$ cat src/rtl/segt_pkg.sv
package segt_pkg;
  localparam int unsigned NUM_SEGS = 8;
  localparam int unsigned SEG_W    = 4;
  localparam int unsigned OFF_W    = 16;
  localparam int unsigned BASE_W   = 20;
  localparam int unsigned IDX_W    = $clog2(NUM_SEGS);

  typedef struct packed {
    logic [BASE_W-1:0] base;
    logic [OFF_W-1:0]  limit;
  } seg_desc_t;
endpackage

$ cat src/rtl/segt_table.sv
module segt_table
  import segt_pkg::*;
(
  input  logic             clk_i,
  input  logic             rst_ni,
  input  logic             wr_en_i,
  input  logic [IDX_W-1:0] wr_idx_i,
  input  seg_desc_t        wr_desc_i,
  input  logic [SEG_W-1:0] rd_seg_i,
  output logic             rd_hit_o,
  output seg_desc_t        rd_desc_o
);
  seg_desc_t tbl_q [NUM_SEGS];

  for (genvar g = 0; g < NUM_SEGS; g++) begin : g_entry
    always_ff @(posedge clk_i or negedge rst_ni) begin
      if (!rst_ni)                                   tbl_q[g] <= '0;
      else if (wr_en_i && (32'(wr_idx_i) == 32'(g))) tbl_q[g] <= wr_desc_i;
    end
  end

  // Read mux; an out-of-table segment selects nothing.
  always_comb begin
    rd_hit_o  = 1'b0;
    rd_desc_o = '0;
    for (int i = 0; i < NUM_SEGS; i++) begin
      if (32'(rd_seg_i) == 32'(i)) begin
        rd_hit_o  = 1'b1;
        rd_desc_o = tbl_q[i];
      end
    end
  end
endmodule

$ cat src/rtl/segt_check.sv
module segt_check
  import segt_pkg::*;
(
  input  logic              req_valid_i,
  input  logic              seg_hit_i,
  input  seg_desc_t         desc_i,
  input  logic [OFF_W-1:0]  off_i,
  output logic              ok_o,
  output logic              err_o,
  output logic [BASE_W-1:0] paddr_o
);
  logic in_seg;
  assign in_seg  = seg_hit_i && (off_i < desc_i.limit);
  assign ok_o    = req_valid_i && in_seg;
  assign err_o   = req_valid_i && !in_seg;
  // Modulo 2^BASE_W sum; carry dropped.
  assign paddr_o = ok_o ? (desc_i.base + BASE_W'(off_i)) : '0;
endmodule

$ cat src/rtl/segt_resp.sv
module segt_resp
  import segt_pkg::*;
(
  input  logic              clk_i,
  input  logic              rst_ni,
  input  logic              ok_i,
  input  logic              err_i,
  input  logic [BASE_W-1:0] paddr_i,
  output logic              valid_o,
  output logic              err_o,
  output logic [BASE_W-1:0] paddr_o
);
  always_ff @(posedge clk_i or negedge rst_ni) begin
    if (!rst_ni) begin
      valid_o <= 1'b0;
      err_o   <= 1'b0;
      paddr_o <= '0;
    end else begin
      valid_o <= ok_i;
      err_o   <= err_i;
      paddr_o <= paddr_i;
    end
  end

  p_excl_r6: assert property (@(posedge clk_i) disable iff (!rst_ni)
    !(valid_o && err_o));
endmodule

$ cat src/rtl/segt_translator.sv
module segt_translator
  import segt_pkg::*;
(
  input  logic              clk_i,
  input  logic              rst_ni,
  input  logic              wr_en_i,
  input  logic [IDX_W-1:0]  wr_idx_i,
  input  logic [BASE_W-1:0] wr_base_i,
  input  logic [OFF_W-1:0]  wr_limit_i,
  input  logic              req_valid_i,
  input  logic [SEG_W-1:0]  req_seg_i,
  input  logic [OFF_W-1:0]  req_off_i,
  output logic              rsp_valid_o,
  output logic              rsp_err_o,
  output logic [BASE_W-1:0] rsp_paddr_o
);
  seg_desc_t         wr_desc, rd_desc;
  logic              seg_hit, chk_ok, chk_err;
  logic [BASE_W-1:0] chk_paddr;

  assign wr_desc = '{base: wr_base_i, limit: wr_limit_i};

  segt_table u_table (
    .clk_i, .rst_ni, .wr_en_i, .wr_idx_i,
    .wr_desc_i(wr_desc), .rd_seg_i(req_seg_i),
    .rd_hit_o(seg_hit), .rd_desc_o(rd_desc)
  );

  segt_check u_check (
    .req_valid_i, .seg_hit_i(seg_hit), .desc_i(rd_desc), .off_i(req_off_i),
    .ok_o(chk_ok), .err_o(chk_err), .paddr_o(chk_paddr)
  );

  segt_resp u_resp (
    .clk_i, .rst_ni, .ok_i(chk_ok), .err_i(chk_err), .paddr_i(chk_paddr),
    .valid_o(rsp_valid_o), .err_o(rsp_err_o), .paddr_o(rsp_paddr_o)
  );

  p_answer_r3: assert property (@(posedge clk_i) disable iff (!rst_ni)
    req_valid_i |=> (rsp_valid_o || rsp_err_o));
  p_idle_r6: assert property (@(posedge clk_i) disable iff (!rst_ni)
    !req_valid_i |=> (!rsp_valid_o && !rsp_err_o && rsp_paddr_o == '0));
  p_seg_range_r5: assert property (@(posedge clk_i) disable iff (!rst_ni)
    (req_valid_i && 32'(req_seg_i) >= 32'(NUM_SEGS)) |=> rsp_err_o);
  p_err_zero_r4: assert property (@(posedge clk_i) disable iff (!rst_ni)
    rsp_err_o |-> rsp_paddr_o == '0);
endmodule

$ cat config.mk
export PLATFORM = sky130hd
export DESIGN_NAME = segt_translator
export DESIGN_NICKNAME = d
export VERILOG_FILES = /design/src/rtl/segt_pkg.sv /design/src/rtl/segt_table.sv /design/src/rtl/segt_check.sv /design/src/rtl/segt_resp.sv /design/src/rtl/segt_translator.sv
export SDC_FILE = /design/constraint.sdc
export NUM_CORES = 1
export LEC_CHECK = 0
export BUFFER_PORTS_ARGS = -buffer_cell sky130_fd_sc_hd__buf_2
export CELL_PAD_IN_SITES_DETAIL_PLACEMENT = 1
export CELL_PAD_IN_SITES_GLOBAL_PLACEMENT = 2
export CORE_MARGIN = 1
export CORE_UTILIZATION = 32
export DETAILED_ROUTE_END_ITERATION = 10
export GPL_ROUTABILITY_DRIVEN = 0
export GPL_TIMING_DRIVEN = 0
export PLACE_DENSITY_LB_ADDON = 0.1
export SLEW_MARGIN = 20
export SYNTH_ARGS = -nofsm -noshare
export SYNTH_HDL_FRONTEND = slang
export SYNTH_SLANG_ARGS = --single-unit
$ cat constraint.sdc
create_clock -name clk_i -period 2.9 [get_ports clk_i]
set_input_delay 0.29 -clock clk_i [delete_from_list [all_inputs] [get_ports clk_i]]
set_output_delay 0.29 -clock clk_i [all_outputs]
set_load 0.01 [all_outputs]
* Word level (Yosys, flattened, before mapping)
Index checks and enable logic that the tools add are counted.
Storage, ports and cells: register bits 310, output and inout bits 22, logic and storage cells 66
Operators by class: add/subtract/negate cells 1, order comparisons 1, eq/ne operators 14, muxes and demuxes 17, reductions and logical operators 14
Operator list (number):
- $mux 36 | 8
- $add 20x16->20 | 1
- $mux 20 | 1
- $eq 4x3->1 const B | 4
- $lt 16x16->1 | 1
- $eq 3x3->1 const B | 4
- $logic_and 1x1->1 | 11
- $eq 4x2->1 const B | 2
- $mux 1 | 8
- $eq 3x2->1 const B | 2
- $eq 4x1->1 const B | 1
- $logic_not 4->1 | 1
- $eq 3x1->1 const B | 1
- $logic_not 3->1 | 1
- $logic_not 1->1 | 1

* Longest topological paths before layout
word-level depth 13, depth in mapped cells 19, mapped depth without buffers 14

* Hierarchy
Synthesis repeated with hierarchy kept, for this count alone.
Unflattened totals: cells, all modules 1259, area, all modules 15452.3 um^2
By module, submodules not included:
- segt_table | times used 1, cells an instance 1042, area each 13559.3 um^2, sequential area each 7206.9 um^2
- segt_check | times used 1, cells an instance 195, area each 1342.5 um^2, sequential area each 0.0 um^2
- segt_resp | times used 1, cells an instance 22, area each 550.5 um^2, sequential area each 550.5 um^2

* Worst setup path before layout
Ideal clock, no wire load.
path type input to register, start in req_seg_i[0], end reg u_resp.paddr_o[6], library setup time 0.096 ns, data arrival time 3.562 ns, slack -0.757 ns, cell stages on the path 18, path through buf_2 > buf_4 > buf_4 > nor2b_1 > buf_2 > a22oi_1 > o22ai_1 > o21ai_0 > a21oi_1 > a21oi_1 > ha_1 > a21o_1 > a21o_1 > a211o_1 > or3_1 > a21bo_1 > buf_6 > nor4_2
On the way: cells in the longest elaborated chain, start to end 13, elaborated cells on any way between the ends 29, classes of those cells add/sub (1); order compare (1); eq/ne (7); mux (17); reduce/logical (3)
Ends and longest elaborated chain:
- start, declared | RTL line segt_translator.sv:11 | input logic [SEG_W-1:0] req_seg_i,
- $logic_not 4->1 | RTL line segt_table.sv:27 | if (32'(rd_seg_i) == 32'(i)) begin
- $mux 36 (8 in a row) | RTL line segt_table.sv:27
- $lt 16x16->1 | RTL line segt_check.sv:13 | assign in_seg = seg_hit_i && (off_i < desc_i.limit);
- $logic_and 1x1->1 | RTL line segt_check.sv:13
- $logic_and 1x1->1 | RTL line segt_check.sv:14 | assign ok_o = req_valid_i && in_seg;
- $mux 20 * | RTL line segt_check.sv:17 | assign paddr_o = ok_o ? (desc_i.base + BASE_W'(off_i)) : '0;
- via chk_paddr[6] | RTL line segt_translator.sv:19 | logic [BASE_W-1:0] chk_paddr;
- end signal, assigned | RTL line segt_resp.sv:21 | paddr_o <= paddr_i;
- end, declared | RTL line segt_resp.sv:11 | output logic [BASE_W-1:0] paddr_o
The timed path passes the listed nets; every way through them passes the cells marked *. A chain may end at the register's enable or synchronous reset.

* Worst setup path in the final report
start reg u_table.tbl_q[233] (netlist name), end reg u_resp.paddr_o[18]
On the way: cells in the longest elaborated chain, start to end 9
Ends and longest elaborated chain:
- start, declared | RTL line segt_table.sv:13 | seg_desc_t tbl_q [NUM_SEGS];
- start signal, assigned by index | RTL line segt_table.sv:18 | else if (wr_en_i && (32'(wr_idx_i) == 32'(g))) tbl_q[g] <= wr_desc_i;
- $mux 36 (7 in a row) | RTL line segt_table.sv:27
- $add 20x16->20 | RTL line segt_check.sv:17
- $mux 20 | RTL line segt_check.sv:17
- via chk_paddr[18] | RTL line segt_translator.sv:19
The timed path passes the listed nets, and every way through them passes these cells.

==> run summary <==
Outcome
* run status: complete, but fails checks
* violations in the final reports: setup timing

Timing
* Fmax achieved: 301 MHz
* Setup-failing EPs final: 21
* minimum clock period after layout: 3.32 ns
* Hold Fails Final Rpt: 0
* worst hold-check slack: 0.0810 ns
* worst slew margin relative to its limit: 36.4%
* number of pins with negative max-slew slack in the final report: 0
* pin slew with the least headroom to its limit: 0.954 ns
* RSZ-0062 raised after global routing: true
* share of the cycle needed by the critical path after routing: 115%
* Setup WS post-layout: -0.421 ns
* largest clock skew in the final design: 0.0178 ns

Synthesis
* leading area contributor after synthesis: sky130_fd_sc_hd__dfrtp_1
* Synth area leaders: sky130_fd_sc_hd__dfrtp_1 53%, sky130_fd_sc_hd__mux2_2 22%, sky130_fd_sc_hd__mux4_2 3.4%
* yosys synthesis warning count: 0
* synthesized cell area: 14700 µm²
* proportion of synthesized flip-flops having asynchronous set or reset: 100%
* sequential cell area fraction in the yosys report: 52.8%
* area share of the leading cell type in the synthesized netlist: 52.8%
* instance count of the mapped netlist: 1123
* Yosys reg bits: 310
* number of enable flip-flop cells after synthesis: 0
* net count after synthesis: 1220
* most frequently used flop master after synthesis: sky130_fd_sc_hd__dfrtp_1
* count of cell types in the netlist: 62
* mean post-synth cell area: 13.1 µm²

Setup path
* kind of start point of the critical path: register
* reg2reg setup slack: -0.42 ns
* WP data required: 3.33 ns
* category of the worst setup path capture point: register
* Critical Path Fanout Max: 4
* startpoint-to-endpoint class of the critical path: register to register
* arrival time worst endpoint: 3.75 ns

GRT
* number of global-route vias before repair: 10.8k
* pin count of the biggest net entering global routing: 90
* GRT Residual Overflow: 0
* wire length of the first global-routing pass: 70.6 mm
* GR Util All Layers: 20.3%
* initial antenna violation count: 0

Routing
* highest routed layer: met4
* Residual DRC: 0
* met2 wire length: 21.5 mm
* wire length on met1: 22.2 mm
* DRT iter0 DRCs: 474
* First-pass DRT Iterations: 5
* WL per Instance: 24.2 µm
* remaining antenna violation count after routing: 0
* detailed-routed wire length on met3: 1.58 mm
* drt total wl: 46.3 mm
* DR vias/cell: 5.19
* vias: 9902

Placed design
* Cells after DPL: 1806
* Detailed Place HPWL: 31.7 mm
* post-detailed-placement cell area: 16200 µm²
* number of buffers added on ports: 79

Floorplan
* Std-Cell Rows: 78
* initial cell density of the core: 32.4%
* Core Area: 45300 µm²
* Die Wd: 216 µm
* I/O pin cnt: 85
* die height: 216 µm
* floorplan die area: 46800 µm²

Final layout
* Layout Area Growth over Synthesis: 24.6%
* number of nets in the finished design: 1382
* filler cell count: 4746
* Non-Filler Cell Area, Final: 18300 µm²
* final instance count without filler cells: 1908
* most used cells in the layout excluding fill and tap cells: 310 x sky130_fd_sc_hd__dfrtp_1, 292 x sky130_fd_sc_hd__mux2_2, 79 x sky130_fd_sc_hd__buf_2
* commonest non-fill, non-tap cell in the layout: sky130_fd_sc_hd__dfrtp_1
* fraction of layout cells with a size suffix above 1: 46.5%
* area used by sequential logic in the layout: 7760 µm²
* area used by multi-input combinational logic: 7080 µm²
* Final Core Density: 40.4%
* antenna cells: 0

Clocking
* cts bufs inserted: 39
* number of clock sinks: 310
* Clk Tree Root Cell: sky130_fd_sc_hd__clkbuf_16
* clock-pin slew on the worst setup and hold paths: 0.06 ns
* clock latency on the worst-skew pair: 0.55 ns
* TritonCTS clock tree: built
* H-tree depth reported by CTS: 2
* maximum buffer depth of the clock tree: 3

Hold path
* worst min path class: primary input to register

Pwr
* Worst IR Drop VDD: 0.341 mV
* Static Leakage: 0.00784 µW
* P per Cell Area: 710 nW/µm²
* overall power after layout: 13000 µW

Run
* number of max-cap violations: 0

[cells by family (layout without fill, tap and decap cells)]
family / count (synthesis) / count (layout) / synth area share (%)
muxes: 326 / 326 / 26.6
buffers and inverters: 74 / 259 / 2.20
xor gates and xnor gates: 11 / 11 / 0.656
DFF: 310 / 310 / 52.8
adders and majority gates: 34 / 34 / 2.95
AOI/OAI and AO/OA: 200 / 200 / 9.04
and+or+nand+nor: 168 / 168 / 5.78
[flip-flops by register name, summed over array words and instances (netlist names)]
name	count
u_resp.err_o	1
u_resp.paddr_o	20
u_resp.valid_o	1
u_table.tbl_q	288
[synth_stat cells (8+ instances only)]
cell type and count:
sky130_fd_sc_hd__buf_2 12, sky130_fd_sc_hd__nor2b_1 8, sky130_fd_sc_hd__nor2_1 60, sky130_fd_sc_hd__clkbuf_1 40, sky130_fd_sc_hd__buf_1 8, sky130_fd_sc_hd__o21ai_0 35
sky130_fd_sc_hd__a22oi_1 15, sky130_fd_sc_hd__nor3_1 13, sky130_fd_sc_hd__ha_1 33, sky130_fd_sc_hd__mux4_2 22, sky130_fd_sc_hd__inv_1 8, sky130_fd_sc_hd__mux2_2 292
sky130_fd_sc_hd__mux2i_1 12, sky130_fd_sc_hd__dfrtp_1 310, sky130_fd_sc_hd__o22ai_1 16, sky130_fd_sc_hd__a2bb2oi_1 14, sky130_fd_sc_hd__nand2_1 37, sky130_fd_sc_hd__a222oi_1 10
sky130_fd_sc_hd__a21oi_1 63
[report_power, final]
group | internal (µW) | leakage (µW) | switching (µW) | total [µW]
combinational | 1370 | 0.00347 | 1190 | 2560
clock | 2880 | 0.000610 | 1880 | 4770
sequential | 5230 | 0.00376 | 440 | 5670
[cell type report]
class	count	area share, %
well taps	600	4.10
multi-input cells	739	38.7
clock inverters	7	0.485
clock buffers	57	6.25
flip-flops and latches	310	42.4
repair buffers	122	4.85
plain buffers	65	2.97
inverters	8	0.232
[stage by stage]
stage	setup slack (ns)	setup TNS, ns
after global routing	-0.559	-7.41
final	-0.421	-5.38
after detailed placement	-1.98	-34.44
after global placement	-4.87	-1530.78
after CTS	-0.382	-5.23
after floorplan	-0.372	-6.56
[path summary, 6_finish.rpt]
path | from | end | depth (start not counted)
worst max register to register | u_table.tbl_q[233]$_DFFE_PN0P_ | u_resp.paddr_o[18]$_DFF_PN0_ | 12
min in group asynchronous | rst_ni | u_resp.paddr_o[8]$_DFF_PN0_ | 2
worst min register to register | u_table.tbl_q[116]$_DFFE_PN0P_ | u_table.tbl_q[116]$_DFFE_PN0P_ | 1
max in group asynchronous | rst_ni | u_table.tbl_q[252]$_DFFE_PN0P_ | 5
worst min-delay path | wr_limit_i[0] | u_table.tbl_q[108]$_DFFE_PN0P_ | 3
worst max-delay path | u_table.tbl_q[233]$_DFFE_PN0P_ | u_resp.paddr_o[18]$_DFF_PN0_ | 12
[metal layers]
layer  vias to the layer above  track usage [%]
li1                       4483                -
met1                      5204             28.9
met2                       157             32.1
met3                        58             3.12
met4                         0             5.40
met5                         -                0
[what timing repair did]
item                                    CTS  global route
endpoints found under the setup margin   22            22
setup buffers                            30             5
resized for setup                       111            26
pin swaps                                16            15
cloned                                    2             0
hold buffers                              2             0
endpoints found under the hold margin    48             0
[critical path, stage by stage, from the launching register on]
cell                       delay, ns
sky130_fd_sc_hd__dfrtp_1        0.39
sky130_fd_sc_hd__mux4_2         0.46
sky130_fd_sc_hd__a222oi_1       0.37
sky130_fd_sc_hd__a21oi_1        0.12
sky130_fd_sc_hd__a21o_1         0.24
sky130_fd_sc_hd__inv_2          0.08
sky130_fd_sc_hd__fa_2           0.20
sky130_fd_sc_hd__nand3b_1       0.15
sky130_fd_sc_hd__a21oi_2        0.08
sky130_fd_sc_hd__or4bb_4        0.58
sky130_fd_sc_hd__a31o_4         0.28
sky130_fd_sc_hd__a21oi_2        0.17
sky130_fd_sc_hd__nor3b_4        0.07
No activity file was read; power rests on OpenSTA's default activity.
